### src/rtl/sat_supply_pkg.sv
package sat_supply_pkg;
  localparam int REG_W   = 8;
  localparam int CTRL_W  = 6;
  localparam int STRAP_W = 2;
  localparam int ADDR_W  = 7;
  localparam int BASE_W  = ADDR_W - STRAP_W;
  localparam logic [BASE_W-1:0] ADDR_BASE = 5'b00010;

  typedef enum logic [2:0] {
    SL_IDLE,
    SL_ADDR,
    SL_ACKW,
    SL_ACK,
    SL_RX,
    SL_TX,
    SL_MACK,
    SL_MACKF
  } sl_state_t;

  // First byte carries address in [7:1], R/W in [0].
  function automatic logic addr_hit(input logic [REG_W-1:0] first,
                                    input logic [STRAP_W-1:0] strap);
    return first[REG_W-1:1] == {ADDR_BASE, strap};
  endfunction

  // Read image: overload on top, over-temperature next, control bits below.
  function automatic logic [REG_W-1:0] read_image(input logic olf,
                                                  input logic otf,
                                                  input logic [CTRL_W-1:0] ctrl);
    return {olf, otf, ctrl};
  endfunction

  // Only the low control field of a written byte is kept.
  function automatic logic [CTRL_W-1:0] write_field(input logic [REG_W-1:0] b);
    return b[CTRL_W-1:0];
  endfunction
endpackage

### src/rtl/sat_line_sync.sv
module sat_line_sync #(
  parameter int STAGES = 2
) (
  input  logic clk,
  input  logic rst_n,
  input  logic scl_raw,
  input  logic sda_raw,
  input  logic uvlo_raw,
  input  logic olf_raw,
  input  logic otf_raw,
  output logic scl_s,
  output logic sda_s,
  output logic uvlo_s,
  output logic olf_s,
  output logic otf_s,
  output logic start_evt,
  output logic stop_evt,
  output logic scl_rise,
  output logic scl_fall
);
  localparam int NSIG = 5;
  localparam logic [NSIG-1:0] IDLE_LVL = 5'b00011;

  logic [NSIG-1:0] raw;
  logic            scl_p, sda_p;

  assign raw = {otf_raw, olf_raw, uvlo_raw, sda_raw, scl_raw};

  for (genvar g = 0; g < STAGES; g++) begin : g_stage
    logic [NSIG-1:0] q;
    if (g == 0) begin : g_first
      always_ff @(posedge clk or negedge rst_n) begin
        if (!rst_n) q <= IDLE_LVL;
        else        q <= raw;
      end
    end else begin : g_next
      always_ff @(posedge clk or negedge rst_n) begin
        if (!rst_n) q <= IDLE_LVL;
        else        q <= g_stage[g-1].q;
      end
    end
  end

  assign {otf_s, olf_s, uvlo_s, sda_s, scl_s} = g_stage[STAGES-1].q;

  always_ff @(posedge clk or negedge rst_n) begin
    if (!rst_n) begin
      scl_p <= 1'b1;
      sda_p <= 1'b1;
    end else begin
      scl_p <= scl_s;
      sda_p <= sda_s;
    end
  end

  assign start_evt = scl_s & scl_p & sda_p & ~sda_s;
  assign stop_evt  = scl_s & scl_p & ~sda_p & sda_s;
  assign scl_rise  = scl_s & ~scl_p;
  assign scl_fall  = ~scl_s & scl_p;
endmodule

### src/rtl/sat_slave_fsm.sv
module sat_slave_fsm
  import sat_supply_pkg::*;
#(
  parameter int BYTE_W = REG_W,
  parameter int SW     = STRAP_W
) (
  input  logic              clk,
  input  logic              rst_n,
  input  logic              start_evt,
  input  logic              stop_evt,
  input  logic              scl_rise,
  input  logic              scl_fall,
  input  logic              sda_s,
  input  logic              uvlo_s,
  input  logic [SW-1:0]     strap,
  input  logic [BYTE_W-1:0] rd_word,
  output logic              sda_oe,
  output logic              wr_strobe,
  output logic [BYTE_W-1:0] wr_byte
);
  localparam int CNT_W = $clog2(BYTE_W);
  localparam logic [CNT_W-1:0] LAST_BIT = CNT_W'(BYTE_W - 1);

  sl_state_t         state;
  logic [CNT_W-1:0]  bit_cnt;
  logic [BYTE_W-1:0] sh;
  logic              rw_read;
  logic              master_ack;

  // Named internal events for the assertions.
  logic [BYTE_W-1:0] rx_full;
  logic              byte_end;
  logic              ack_slot;
  assign rx_full  = {sh[BYTE_W-2:0], sda_s};
  assign byte_end = scl_rise && (bit_cnt == LAST_BIT);
  assign ack_slot = (state == SL_ACK);

  always_ff @(posedge clk or negedge rst_n) begin
    if (!rst_n) begin
      state      <= SL_IDLE;
      bit_cnt    <= '0;
      sh         <= '0;
      rw_read    <= 1'b0;
      master_ack <= 1'b0;
      sda_oe     <= 1'b0;
      wr_strobe  <= 1'b0;
      wr_byte    <= '0;
    end else begin
      wr_strobe <= 1'b0;
      if (start_evt) begin
        state   <= SL_ADDR;
        bit_cnt <= '0;
        sda_oe  <= 1'b0;
      end else if (stop_evt) begin
        state  <= SL_IDLE;
        sda_oe <= 1'b0;
      end else begin
        unique case (state)
          SL_IDLE: ;
          SL_ADDR: begin
            if (scl_rise) begin
              sh      <= rx_full;
              bit_cnt <= bit_cnt + 1'b1;
              if (byte_end) begin
                if (addr_hit(rx_full, strap) && !uvlo_s) begin
                  rw_read <= sda_s;
                  state   <= SL_ACKW;
                end else begin
                  state <= SL_IDLE;
                end
              end
            end
          end
          SL_RX: begin
            if (scl_rise) begin
              sh      <= rx_full;
              bit_cnt <= bit_cnt + 1'b1;
              if (byte_end) begin
                if (!uvlo_s) begin
                  wr_strobe <= 1'b1;
                  wr_byte   <= rx_full;
                  state     <= SL_ACKW;
                end else begin
                  state <= SL_IDLE;
                end
              end
            end
          end
          SL_ACKW: begin
            if (scl_fall) begin
              sda_oe <= 1'b1;
              state  <= SL_ACK;
            end
          end
          SL_ACK: begin
            if (scl_fall) begin
              bit_cnt <= '0;
              if (rw_read) begin
                sh     <= rd_word;
                sda_oe <= ~rd_word[BYTE_W-1];
                state  <= SL_TX;
              end else begin
                sda_oe <= 1'b0;
                state  <= SL_RX;
              end
            end
          end
          SL_TX: begin
            if (scl_fall) begin
              if (bit_cnt == LAST_BIT) begin
                sda_oe <= 1'b0;
                state  <= SL_MACK;
              end else begin
                sda_oe  <= ~sh[BYTE_W-2];
                sh      <= sh << 1;
                bit_cnt <= bit_cnt + 1'b1;
              end
            end
          end
          SL_MACK: begin
            if (scl_rise) begin
              master_ack <= ~sda_s;
              state      <= SL_MACKF;
            end
          end
          SL_MACKF: begin
            if (scl_fall) begin
              if (master_ack) begin
                sh      <= rd_word;
                sda_oe  <= ~rd_word[BYTE_W-1];
                bit_cnt <= '0;
                state   <= SL_TX;
              end else begin
                state <= SL_IDLE;
              end
            end
          end
          default: state <= SL_IDLE;
        endcase
      end
    end
  end

  // drive only in an acknowledge slot or while shifting read data.
  p_oe_in_slot_r10: assert property (@(posedge clk) disable iff (!rst_n)
    sda_oe |-> (ack_slot || state == SL_TX));

  // drive changes only after SCL falls or on START/STOP.
  p_oe_moves_low_r10: assert property (@(posedge clk) disable iff (!rst_n)
    !$stable(sda_oe) |-> $past(scl_fall || start_evt || stop_evt));

  // a commit is never issued while undervoltage was seen.
  p_no_commit_uvlo_r6: assert property (@(posedge clk) disable iff (!rst_n)
    wr_strobe |-> !$past(uvlo_s));

  // START always re-arms address reception with SDA released.
  p_start_rearm_r7: assert property (@(posedge clk) disable iff (!rst_n)
    start_evt |=> (state == SL_ADDR && bit_cnt == '0 && !sda_oe));

  // after a master not-acknowledge the slave goes idle.
  p_nack_idle_r9: assert property (@(posedge clk) disable iff (!rst_n)
    (state == SL_MACKF && scl_fall && !master_ack && !start_evt && !stop_evt)
      |=> (state == SL_IDLE && !sda_oe));
endmodule

### src/rtl/sat_reg_bank.sv
module sat_reg_bank
  import sat_supply_pkg::*;
#(
  parameter int BYTE_W = REG_W,
  parameter int CW     = CTRL_W
) (
  input  logic              clk,
  input  logic              rst_n,
  input  logic              wr_strobe,
  input  logic [BYTE_W-1:0] wr_byte,
  input  logic              olf_s,
  input  logic              otf_s,
  output logic [CW-1:0]     ctrl_q,
  output logic [BYTE_W-1:0] rd_word
);
  always_ff @(posedge clk or negedge rst_n) begin
    if (!rst_n)         ctrl_q <= '0;
    else if (wr_strobe) ctrl_q <= write_field(wr_byte);
  end

  assign rd_word = read_image(olf_s, otf_s, ctrl_q);

  // control bits come out of reset cleared.
  p_reset_clear_r1: assert property (@(posedge clk) disable iff (!rst_n)
    !$past(rst_n) |-> (ctrl_q == '0));

  // without a commit the control bits hold.
  p_hold_r7: assert property (@(posedge clk) disable iff (!rst_n)
    !wr_strobe |=> $stable(ctrl_q));

  // a commit copies exactly the low field of the received byte.
  p_low_field_r4: assert property (@(posedge clk) disable iff (!rst_n)
    wr_strobe |=> (ctrl_q == $past(wr_byte[CW-1:0])));
endmodule

### src/rtl/sat_supply_i2c_ctl.sv
module sat_supply_i2c_ctl
  import sat_supply_pkg::*;
#(
  parameter int SYNC_STAGES = 2
) (
  input  logic               clk,
  input  logic               rst_n,
  input  logic               scl_i,
  input  logic               sda_i,
  output logic               sda_oe_o,
  input  logic [STRAP_W-1:0] addr_strap_i,
  input  logic               uvlo_i,
  input  logic               overload_i,
  input  logic               overtemp_i,
  output logic [CTRL_W-1:0]  ctrl_o
);
  logic scl_s, sda_s, uvlo_s, olf_s, otf_s;
  logic start_evt, stop_evt, scl_rise, scl_fall;
  logic wr_strobe;
  logic [REG_W-1:0] wr_byte, rd_word;

  sat_line_sync #(.STAGES(SYNC_STAGES)) u_sync (
    .clk       (clk),
    .rst_n     (rst_n),
    .scl_raw   (scl_i),
    .sda_raw   (sda_i),
    .uvlo_raw  (uvlo_i),
    .olf_raw   (overload_i),
    .otf_raw   (overtemp_i),
    .scl_s     (scl_s),
    .sda_s     (sda_s),
    .uvlo_s    (uvlo_s),
    .olf_s     (olf_s),
    .otf_s     (otf_s),
    .start_evt (start_evt),
    .stop_evt  (stop_evt),
    .scl_rise  (scl_rise),
    .scl_fall  (scl_fall)
  );

  sat_slave_fsm u_fsm (
    .clk       (clk),
    .rst_n     (rst_n),
    .start_evt (start_evt),
    .stop_evt  (stop_evt),
    .scl_rise  (scl_rise),
    .scl_fall  (scl_fall),
    .sda_s     (sda_s),
    .uvlo_s    (uvlo_s),
    .strap     (addr_strap_i),
    .rd_word   (rd_word),
    .sda_oe    (sda_oe_o),
    .wr_strobe (wr_strobe),
    .wr_byte   (wr_byte)
  );

  sat_reg_bank u_reg (
    .clk       (clk),
    .rst_n     (rst_n),
    .wr_strobe (wr_strobe),
    .wr_byte   (wr_byte),
    .olf_s     (olf_s),
    .otf_s     (otf_s),
    .ctrl_q    (ctrl_o),
    .rd_word   (rd_word)
  );
endmodule

### config.mk
export PLATFORM = sky130hd
export DESIGN_NAME = sat_supply_i2c_ctl
export DESIGN_NICKNAME = d
export VERILOG_FILES = /design/src/rtl/sat_supply_pkg.sv /design/src/rtl/sat_line_sync.sv /design/src/rtl/sat_slave_fsm.sv /design/src/rtl/sat_reg_bank.sv /design/src/rtl/sat_supply_i2c_ctl.sv
export SDC_FILE = /design/constraint.sdc
export NUM_CORES = 1
export LEC_CHECK = 0
export BUFFER_PORTS_ARGS = -buffer_cell sky130_fd_sc_hd__buf_2
export CORE_ASPECT_RATIO = 2
export CORE_MARGIN = 2
export CORE_UTILIZATION = 45
export CTS_BUF_LIST = sky130_fd_sc_hd__clkbuf_8
export DETAILED_ROUTE_END_ITERATION = 7
export GPL_TIMING_DRIVEN = 0
export SLEW_MARGIN = 20
export SYNTH_ARGS = -nofsm -noshare
export SYNTH_HDL_FRONTEND = slang
export SYNTH_SLANG_ARGS = --single-unit
### constraint.sdc
create_clock -name clk -period 2.28 [get_ports clk]
set_input_delay 0.342 -clock clk [delete_from_list [all_inputs] [get_ports clk]]
set_output_delay 0.342 -clock clk [all_outputs]
set_load 0.05 [all_outputs]
==> flow_metrics.tcl, run 1 <==
set metrics [dict create \
    die_area_sq_um 4770 \
    tritoncts "built" \
    fmax_mhz 475 \
    crit_fanout 7 \
    worst_hold_slack_ns 0.143 \
    ys_top_cells_by_area "dfrtp_1 (46%), dfstp_2 (8.3%), mux2_2 (7.1%)" \
    critPathArrivalTime_ns 2.30 \
    yosys.area.top_type "dfrtp_1" \
    core-area_sq_um 4050 \
    vdd_drop_max_v 0.000539 \
    finalCritPeriodShare 0.924 \
    worst_clock_skew_ns 0.00920 \
    h-tree-depth 2 \
    drive_gt1_frac 0.363 \
    hold_buffers 0 \
    std_cell_rows 33 \
    cts.sinks 41 \
    synthFlopType "dfrtp_1" \
    synth-seq-area-share 0.547 \
    fin_nets 189 \
    stdcell_area_sq_um 2140 \
    dr.first_iter.drc_count 27 \
    r2r_slack_ns 0.17 \
    ys_ff_latch 41 \
    grt_first_pass_wirelength_um 6490 \
    antenna_found_initial 0 \
    clock-root-buffer "clkbuf_8" \
    hold_viol 0 \
    grt_usage 0.185 \
    setup_violations 0 \
    setup_tns_ns 0 \
    path_class "reg2reg" \
    cp_common_cell "ha_1" \
    crit_family "compound AO/OA/AOI/OAI gates" \
    ys_warn_count 0 \
    seqCellArea_sq_um 1030 \
    chipWidth_um 49.8 \
    powerDensity_nw_per_um2 840 \
    max_slew.worst_pin.slew_ns 0.898 \
    grt_overflow_total 0 \
    clk-insertion-delay-late_ns 0.29 \
    synth_top_area_share 0.463 \
    cts_made_buffers 5 \
    fill_cells 404 \
    cp.required_ns 2.48 \
    worstSetupStartpointType "flop" \
    antenna_cells 0 \
    gp_congestion 0.912 \
    maxCapViolations 0 \
    slew_viol_final 0 \
    io_pins 16 \
    synth_area_per_cell_sq_um 12.2 \
    ant_nets 0 \
    avgViaCountPerCell 5.55 \
    start_util 0.467 \
    placed_cell_area_sq_um 2030 \
    dp_hpwl_um 2870 \
    finalWirelength_um 3910 \
    worstSetupEndpointType "flop" \
    cp_slowest_cell "dfrtp_1" \
    drc 0 \
    via_count 1282 \
    grt_pass1_vias 1357 \
    fp.dieH_um 95.7 \
    leakage_nw 0.995 \
    synth_cell_type_count 44 \
    cts.path.max_buffers 2 \
    dr.pass1.iters 4 \
    hp-class "in2reg" \
    slew_headroom 0.401 \
    slowest_delay_ns 0.40 \
    wl_per_cell_um 16.9 \
    outcome "finished clean" \
    cp_cell_sequence "ha_1 -> ha_1 -> or2_2 -> a32o_1 -> a21oi_4 -> a21oi_1 -> a211oi_1" \
    rsz0062_at_grt "false" \
    multi_input_comb_area_sq_um 779 \
    syn_nets 166 \
    fin_crit_ns 2.11 \
    syn2layout_area_growth_pct 13.2 \
    synth_most_common_cell "dfrtp_1" \
    syn_inst 155 \
    grt_max_degree 42 \
    synthArstFlopShare 1.00 \
    syn-cell-area_sq_um 1890 \
    synth_edf_count 0 \
    path_buf_inv 0 \
    clk_pin_slew_ns 0.08 \
    yosys-top-cells-count "dfrtp_1 (35), mux2_2 (12), nor2_1 (9), a21oi_1 (8), mux2i_1 (8)" \
    io_buffers 15 \
]
-- state kept, by name, summed over array words and instances (netlist names) --
register / count
u_fsm.state: 3
u_fsm.rw_read: 1
u_fsm.sh: 7
u_fsm.wr_strobe: 1
u_sync.sda_p: 1
u_sync.scl_p: 1
u_fsm.sda_oe: 1
u_fsm.wr_byte: 6
u_fsm.master_ack: 1
u_reg.ctrl_q: 6
u_sync.g_stage.q: 10
u_fsm.bit_cnt: 3
-- power by group --
part | total (W) | internal, W | switching [W]
Combinational | 0.000339 | 0.000163 | 0.000176
Sequential | 0.000937 | 0.000835 | 0.000102
Clock | 0.000522 | 0.000274 | 0.000249
-- logic make-up after synthesis --
group | Yosys count | share of synthesized area
flops | 41 | 0.547
simple gates | 39 | 0.118
compound gates | 38 | 0.154
mux | 20 | 0.114
buf+inv | 12 | 0.0410
xor+xnor | 3 | 0.0139
fa+ha+maj | 2 | 0.0132
-- per-layer routing --
| metal | track usage | vias up | part of all wire |
|---|---|---|---|
| met4 | 0.125 | 0 | 0.045 |
| li1 | - | 597 | - |
| met1 | 0.196 | 633 | 0.36 |
| met5 | 0 | - | 0 |
| met2 | 0.334 | 40 | 0.57 |
| met3 | 0.0235 | 12 | 0.031 |
-- cell usage in the layout, fill, tap and decap left out, types with 2 or more instances in the layout --
cell type,instances
a211oi_1,2
a21oi_1,8
a21oi_2,3
a21oi_4,2
a31oi_1,2
buf_2,15
buf_6,4
clkbuf_8,7
dfrtp_1,35
dfstp_2,6
ha_1,2
inv_1,6
mux2_2,12
mux2i_1,8
nand2_1,7
nand2b_1,3
nand3_1,3
nand4_1,3
nor2_1,9
nor2_2,4
o21ai_0,7
o21ai_1,2
o32ai_1,2
xnor2_1,3
-- layout make-up --
type | instances | share of cell area
Buffer | 5 | 0.0228
Clock buffer | 7 | 0.0450
Tap cell | 52 | 0.0304
Inverter | 7 | 0.0135
Timing Repair Buffer | 16 | 0.0386
Sequential cell | 41 | 0.483
Clock inverter | 1 | 0.00234
Multi-Input combinational cell | 102 | 0.364
-- metrics by stage --
stage | total power [W] | std cells | utilization | setup WS, ns
6_report | 0.00180 | 231 | 0.529 | 0.173
5_1_grt | 0.00191 | 231 | 0.529 | 0.0619
4_1_cts | 0.00182 | 230 | 0.527 | 0.112
3_5_place_dp | 0.00129 | 222 | 0.502 | 0.155
3_3_place_gp | 0.00127 | 222 | 0.502 | 0.178
2_1_floorplan | 0.00118 | 155 | - | 0.361
-- path summary, 6_finish.rpt --
kind | cells after the start | end | startpoint
worst max-delay path | 7 | u_fsm.state[1] | u_fsm.bit_cnt[0]
max in group asynchronous | 1 | u_sync.g_stage[0].q[2] | rst_n
worst min-delay path | 1 | u_sync.g_stage[0].q[0] | scl_i
worst min register to register | 0 | u_sync.g_stage[1].q[2] | u_sync.g_stage[0].q[2]
min in group asynchronous | 1 | u_fsm.state[0] | rst_n
worst max register to register | 7 | u_fsm.state[1] | u_fsm.bit_cnt[0]
-- what timing repair did --
action / 4_1_cts / 5_1_grt
buffers inserted: 0 / 1
hold endpoints to repair: 0 / 0
endpoints found under the setup margin: 0 / 1
gates resized for setup: 0 / 0
Power figures use the tool's default switching activity.
==> run 2, diff against run 1 <==
Settings changed: REMOVE_ABC_BUFFERS from default to 1.
==> flow_metrics.tcl, run 2 (synthesis results as in run 1) <==
set metrics [dict create \
    outcome "finished clean" \
    clk-insertion-delay-late_ns 0.29 \
    cts.path.max_buffers 2 \
    chipWidth_um 49.8 \
    ant_nets 0 \
    crit_fanout 14 \
    fin_nets 184 \
    largest_register_ffs 10 \
    worstSetupEndpointType "flop" \
    worst_hold_slack_ns 0.150 \
    leakage_nw 0.978 \
    io_buffers 15 \
    fp.dieH_um 95.7 \
    clock-root-buffer "clkbuf_8" \
    wl_per_cell_um 16.4 \
    slew_headroom 0.409 \
    hp-class "in2reg" \
    via_count 1248 \
    total_power_w 0.00182 \
    vdd_drop_max_v 0.000611 \
    rsz0062_at_grt "false" \
    finalCritPeriodShare 0.933 \
    tritoncts "built" \
    hold_viol 0 \
    top_register "u_sync.g_stage.q" \
    grt_pass1_vias 1329 \
    drc 0 \
    max_slew.worst_pin.slew_ns 0.886 \
    maxCapViolations 0 \
    hold_buffers 0 \
    fmax_mhz 470 \
    dr.first_iter.drc_count 56 \
    top_regs "u_sync.g_stage.q (10), u_fsm.sh (7)" \
    cts_made_buffers 5 \
    start_util 0.467 \
    cts.sinks 41 \
    core-area_sq_um 4050 \
    worst_clock_skew_ns 0.00959 \
    worstSetupStartpointType "flop" \
    post-route-util 0.521 \
    finalWirelength_um 3720 \
    dr.pass1.iters 4 \
    fin_crit_ns 2.13 \
    dp_hpwl_um 2650 \
    powerDensity_nw_per_um2 863 \
    std_cell_rows 33 \
    setup_violations 0 \
    h-tree-depth 2 \
    cp.required_ns 2.50 \
    grt_usage 0.177 \
    final_cell_mix "dfrtp_1 (35), buf_2 (15), mux2_2 (12), nor2_1 (9)" \
    fin_cells 226 \
    antenna_found_initial 0 \
    gp_congestion 0.952 \
    syn2layout_area_growth_pct 11.6 \
    dp.cells 217 \
    grt_overflow_total 0 \
    grt_first_pass_wirelength_um 6150 \
    slew_viol_final 0 \
    r2r_slack_ns 0.15 \
    avgViaCountPerCell 5.52 \
    io_pins 16 \
    antenna_cells 0 \
    layout_commonest_cell "dfrtp_1" \
    clk_pin_slew_ns 0.08 \
    grt_max_degree 42 \
    critPathArrivalTime_ns 2.34 \
    drive_gt1_frac 0.345 \
    path_class "reg2reg" \
    die_area_sq_um 4770 \
]
[run 2: worst paths after layout]
path / end / cells after the start / start
worst max-delay path: u_fsm.sh[3] / 8 / u_fsm.bit_cnt[0]
worst min-delay path: u_sync.g_stage[0].q[1] / 1 / sda_i
worst max register to register: u_fsm.sh[3] / 8 / u_fsm.bit_cnt[0]
worst min register to register: u_sync.g_stage[1].q[1] / 0 / u_sync.g_stage[0].q[1]
max in group asynchronous: u_reg.ctrl_q[4] / 1 / rst_n
min in group asynchronous: u_fsm.master_ack / 1 / rst_n
[run 2: area by class of cell]
type / count / area, sq um
Fill cell: 391 / 1940
Sequential cell: 41 / 1030
Multi-Input combinational cell: 102 / 779
Timing Repair Buffer: 16 / 95.1
Clock buffer: 5 / 68.8
Tap cell: 52 / 65.1
Clock inverter: 3 / 38.8
Inverter: 7 / 28.8
[run 2: layer usage]
metal,track usage,routed length [um],up-vias
met1,0.189,1460,620
li1,-,-,591
met4,0.125,142,0
met5,0,0,-
met3,0.0282,71,13
met2,0.311,2050,24
[run 2: repair_timing]
action / CTS / global route
resized for setup: 0 / 0
endpoints found under the setup margin: 7 / 0
setup buffers: 1 / 0
[run 2: worst max-delay path: stages, from the launching register on]
cell and delay [ns]:
dfrtp_1 0.40, ha_1 0.21, ha_1 0.28, nand2b_4 0.17, a211o_1 0.35, a211oi_4 0.29
buf_12 0.18, nor2_1 0.05, a21oi_1 0.11
[run 2: stage by stage]
stage               setup TNS (ns)  area (sq um)  setup slack, ns
floorplan                        0          1840            0.227
CTS                              0          2110            0.141
detailed placement          -0.249          1980          -0.0795
finish                           0          2110            0.154
global placement            -0.153          1980          -0.0411
global route                     0          2110           0.0325
[run 2: where the power goes]
group | internal, W | switching, W | total (W)
clock network | 0.000320 | 0.000240 | 0.000561
logic | 0.000157 | 0.000161 | 0.000317
registers | 0.000835 | 0.000109 | 0.000944
total | 0.00131 | 0.000510 | 0.00182
==> run 3, diff against run 2 <==
Settings changed: CORE_MARGIN 2 to default, CORE_UTILIZATION 45 to 42.
==> flow_metrics.tcl, run 3 (synthesis results as in run 1) <==
set metrics [dict create \
    hold_buffers 0 \
    std_cell_rows 34 \
    antenna_cells 0 \
    largest_register_ffs 10 \
    path_class "reg2reg" \
    via_count 1310 \
    fin_crit_ns 2.11 \
    antenna_found_initial 0 \
    top_regs "u_sync.g_stage.q (10), u_fsm.sh (7)" \
    ant_nets 0 \
    r2r-start "u_fsm.bit_cnt[0]" \
    grt_usage 0.199 \
    min_from "sda_i" \
    worstSetupStartpointType "flop" \
    crit_fanout 14 \
    clk_pin_slew_ns 0.08 \
    tritoncts "built" \
    grt_overflow_total 0 \
    maxCapViolations 0 \
    vdd_drop_max_v 0.000543 \
    chipWidth_um 49.4 \
    slew_viol_final 0 \
    grt_first_pass_wirelength_um 6960 \
    finalWirelength_um 4060 \
    layout_commonest_cell "dfrtp_1" \
    clk-insertion-delay-late_ns 0.30 \
    start_util 0.436 \
    min_path_cells 1 \
    grt_pass1_vias 1373 \
    drc 0 \
    syn2layout_area_growth_pct 12.4 \
    fin_cells 228 \
    slowest_delay_ns 0.41 \
    cp.required_ns 2.50 \
    reg2regPathDepth 8 \
    post-route-util 0.490 \
    avgViaCountPerCell 5.75 \
    fill_cells 422 \
    cts.path.max_buffers 2 \
    leakage_nw 0.976 \
    startpoint "u_fsm.bit_cnt[0]" \
    critPathArrivalTime_ns 2.33 \
    r2r_slack_ns 0.17 \
    finalCritPeriodShare 0.925 \
    io_buffers 15 \
    cp_common_cell "ha_1" \
    drive_gt1_frac 0.351 \
    gp_congestion 0.934 \
    top_register "u_sync.g_stage.q" \
    die_area_sq_um 4790 \
    slew_headroom 0.412 \
    io_pins 16 \
    grt_max_degree 42 \
    holdPathEnd "u_sync.g_stage[0].q[1]" \
    fp.dieH_um 96.9 \
    h-tree-depth 2 \
    max_slew.worst_pin.slew_ns 0.882 \
    fmax_mhz 474 \
    hold_viol 0 \
    rsz0062_at_grt "false" \
    wl_per_cell_um 17.8 \
    ctsResizeCount 0 \
    worstSetupEndpointType "flop" \
    cts_made_buffers 5 \
    hp-class "in2reg" \
    cp_cell_sequence "ha_1 -> ha_1 -> nand2b_4 -> a211o_1 -> a211oi_4 -> buf_12 -> nor2_1 -> a21oi_1" \
    final_cell_mix "dfrtp_1 (35), buf_2 (15), mux2_2 (12), nor2_1 (9)" \
    outcome "finished clean" \
    core-area_sq_um 4340 \
    timing.rr.end "u_fsm.sh[0]" \
    dp_hpwl_um 2970 \
    powerDensity_nw_per_um2 888 \
    worst_clock_skew_ns 0.00787 \
    clock-root-buffer "clkbuf_8" \
    dr.pass1.iters 4 \
    post-cts-setup-buffer-count 1 \
    cts.sinks 41 \
    dr.first_iter.drc_count 37 \
    dp.cells 219 \
    fin_nets 184 \
    setup_violations 0 \
    cp_slowest_cell "dfrtp_1" \
]
## run 3: cell count changes in the layout (fill, tap and decap cells not counted), sizes merged
| cell | before | now |
|---|---|---|
| inv | 8 | 7 |
| clkinvlp | 0 | 1 |
| clkbuf | 5 | 6 |
| clkinv | 1 | 0 |
## run 3: through the flow
stage | hold WS (ns) | total power (W) | TNS (ns) | area (sq um) | worst slack (ns)
2_1_floorplan | 0.0464 | 0.00117 | 0 | 1840 | 0.227
3_3_place_gp | 0.332 | 0.00125 | -0.0224 | 1980 | -0.00787
3_5_place_dp | 0.336 | 0.00128 | -0.195 | 1980 | -0.0649
4_1_cts | 0.132 | 0.00191 | 0 | 2120 | 0.171
5_1_grt | 0.122 | 0.00200 | 0 | 2120 | 0.0222
6_report | 0.141 | 0.00189 | 0 | 2120 | 0.172
## run 3: where the power goes
group | leakage [nW] | total, W | internal (W) | switching (W)
Clock | 0.0574 | 0.000612 | 0.000356 | 0.000256
Sequential | 0.503 | 0.000948 | 0.000834 | 0.000113
Combinational | 0.415 | 0.000327 | 0.000159 | 0.000168
## run 3: worst max-delay path by stage
stage / to / cells past startpoint
floorplan: u_fsm.sh[0] / 6
global placement: u_fsm.sh[0] / 6
detailed placement: u_fsm.sh[2] / 7
CTS: u_fsm.sh[1] / 8
global route: u_fsm.sh[2] / 8
finish: u_fsm.sh[0] / 8
## run 3: worst max-delay path, delay by kind of cell, from the launching register on
kind | cells | cell delay, ns
AO/OA/AOI/OAI | 3 | 0.75
buffers and inverters | 1 | 0.18
AND/OR/NAND/NOR | 2 | 0.21
flip-flops | 1 | 0.41
adder cells (fa/ha/maj) | 2 | 0.48
## run 3: layout make-up
class                   count  area [sq um]  area share
inverters                   7          28.8      0.0135
multi-input cells         102           779       0.367
clock buffers               6          82.6      0.0389
repair buffers             16          95.1      0.0448
clock inverters             2          37.5      0.0177
flip-flops and latches     41          1030       0.486
well taps                  54          67.6      0.0318
## run 3: routing by layer
metal / GRT usage / up-vias / part of all wire
li1: - / 590 / -
met1: 0.200 / 665 / 0.34
met2: 0.365 / 41 / 0.57
met3: 0.0314 / 14 / 0.034
met4: 0.123 / 0 / 0.048
met5: 0 / - / 0
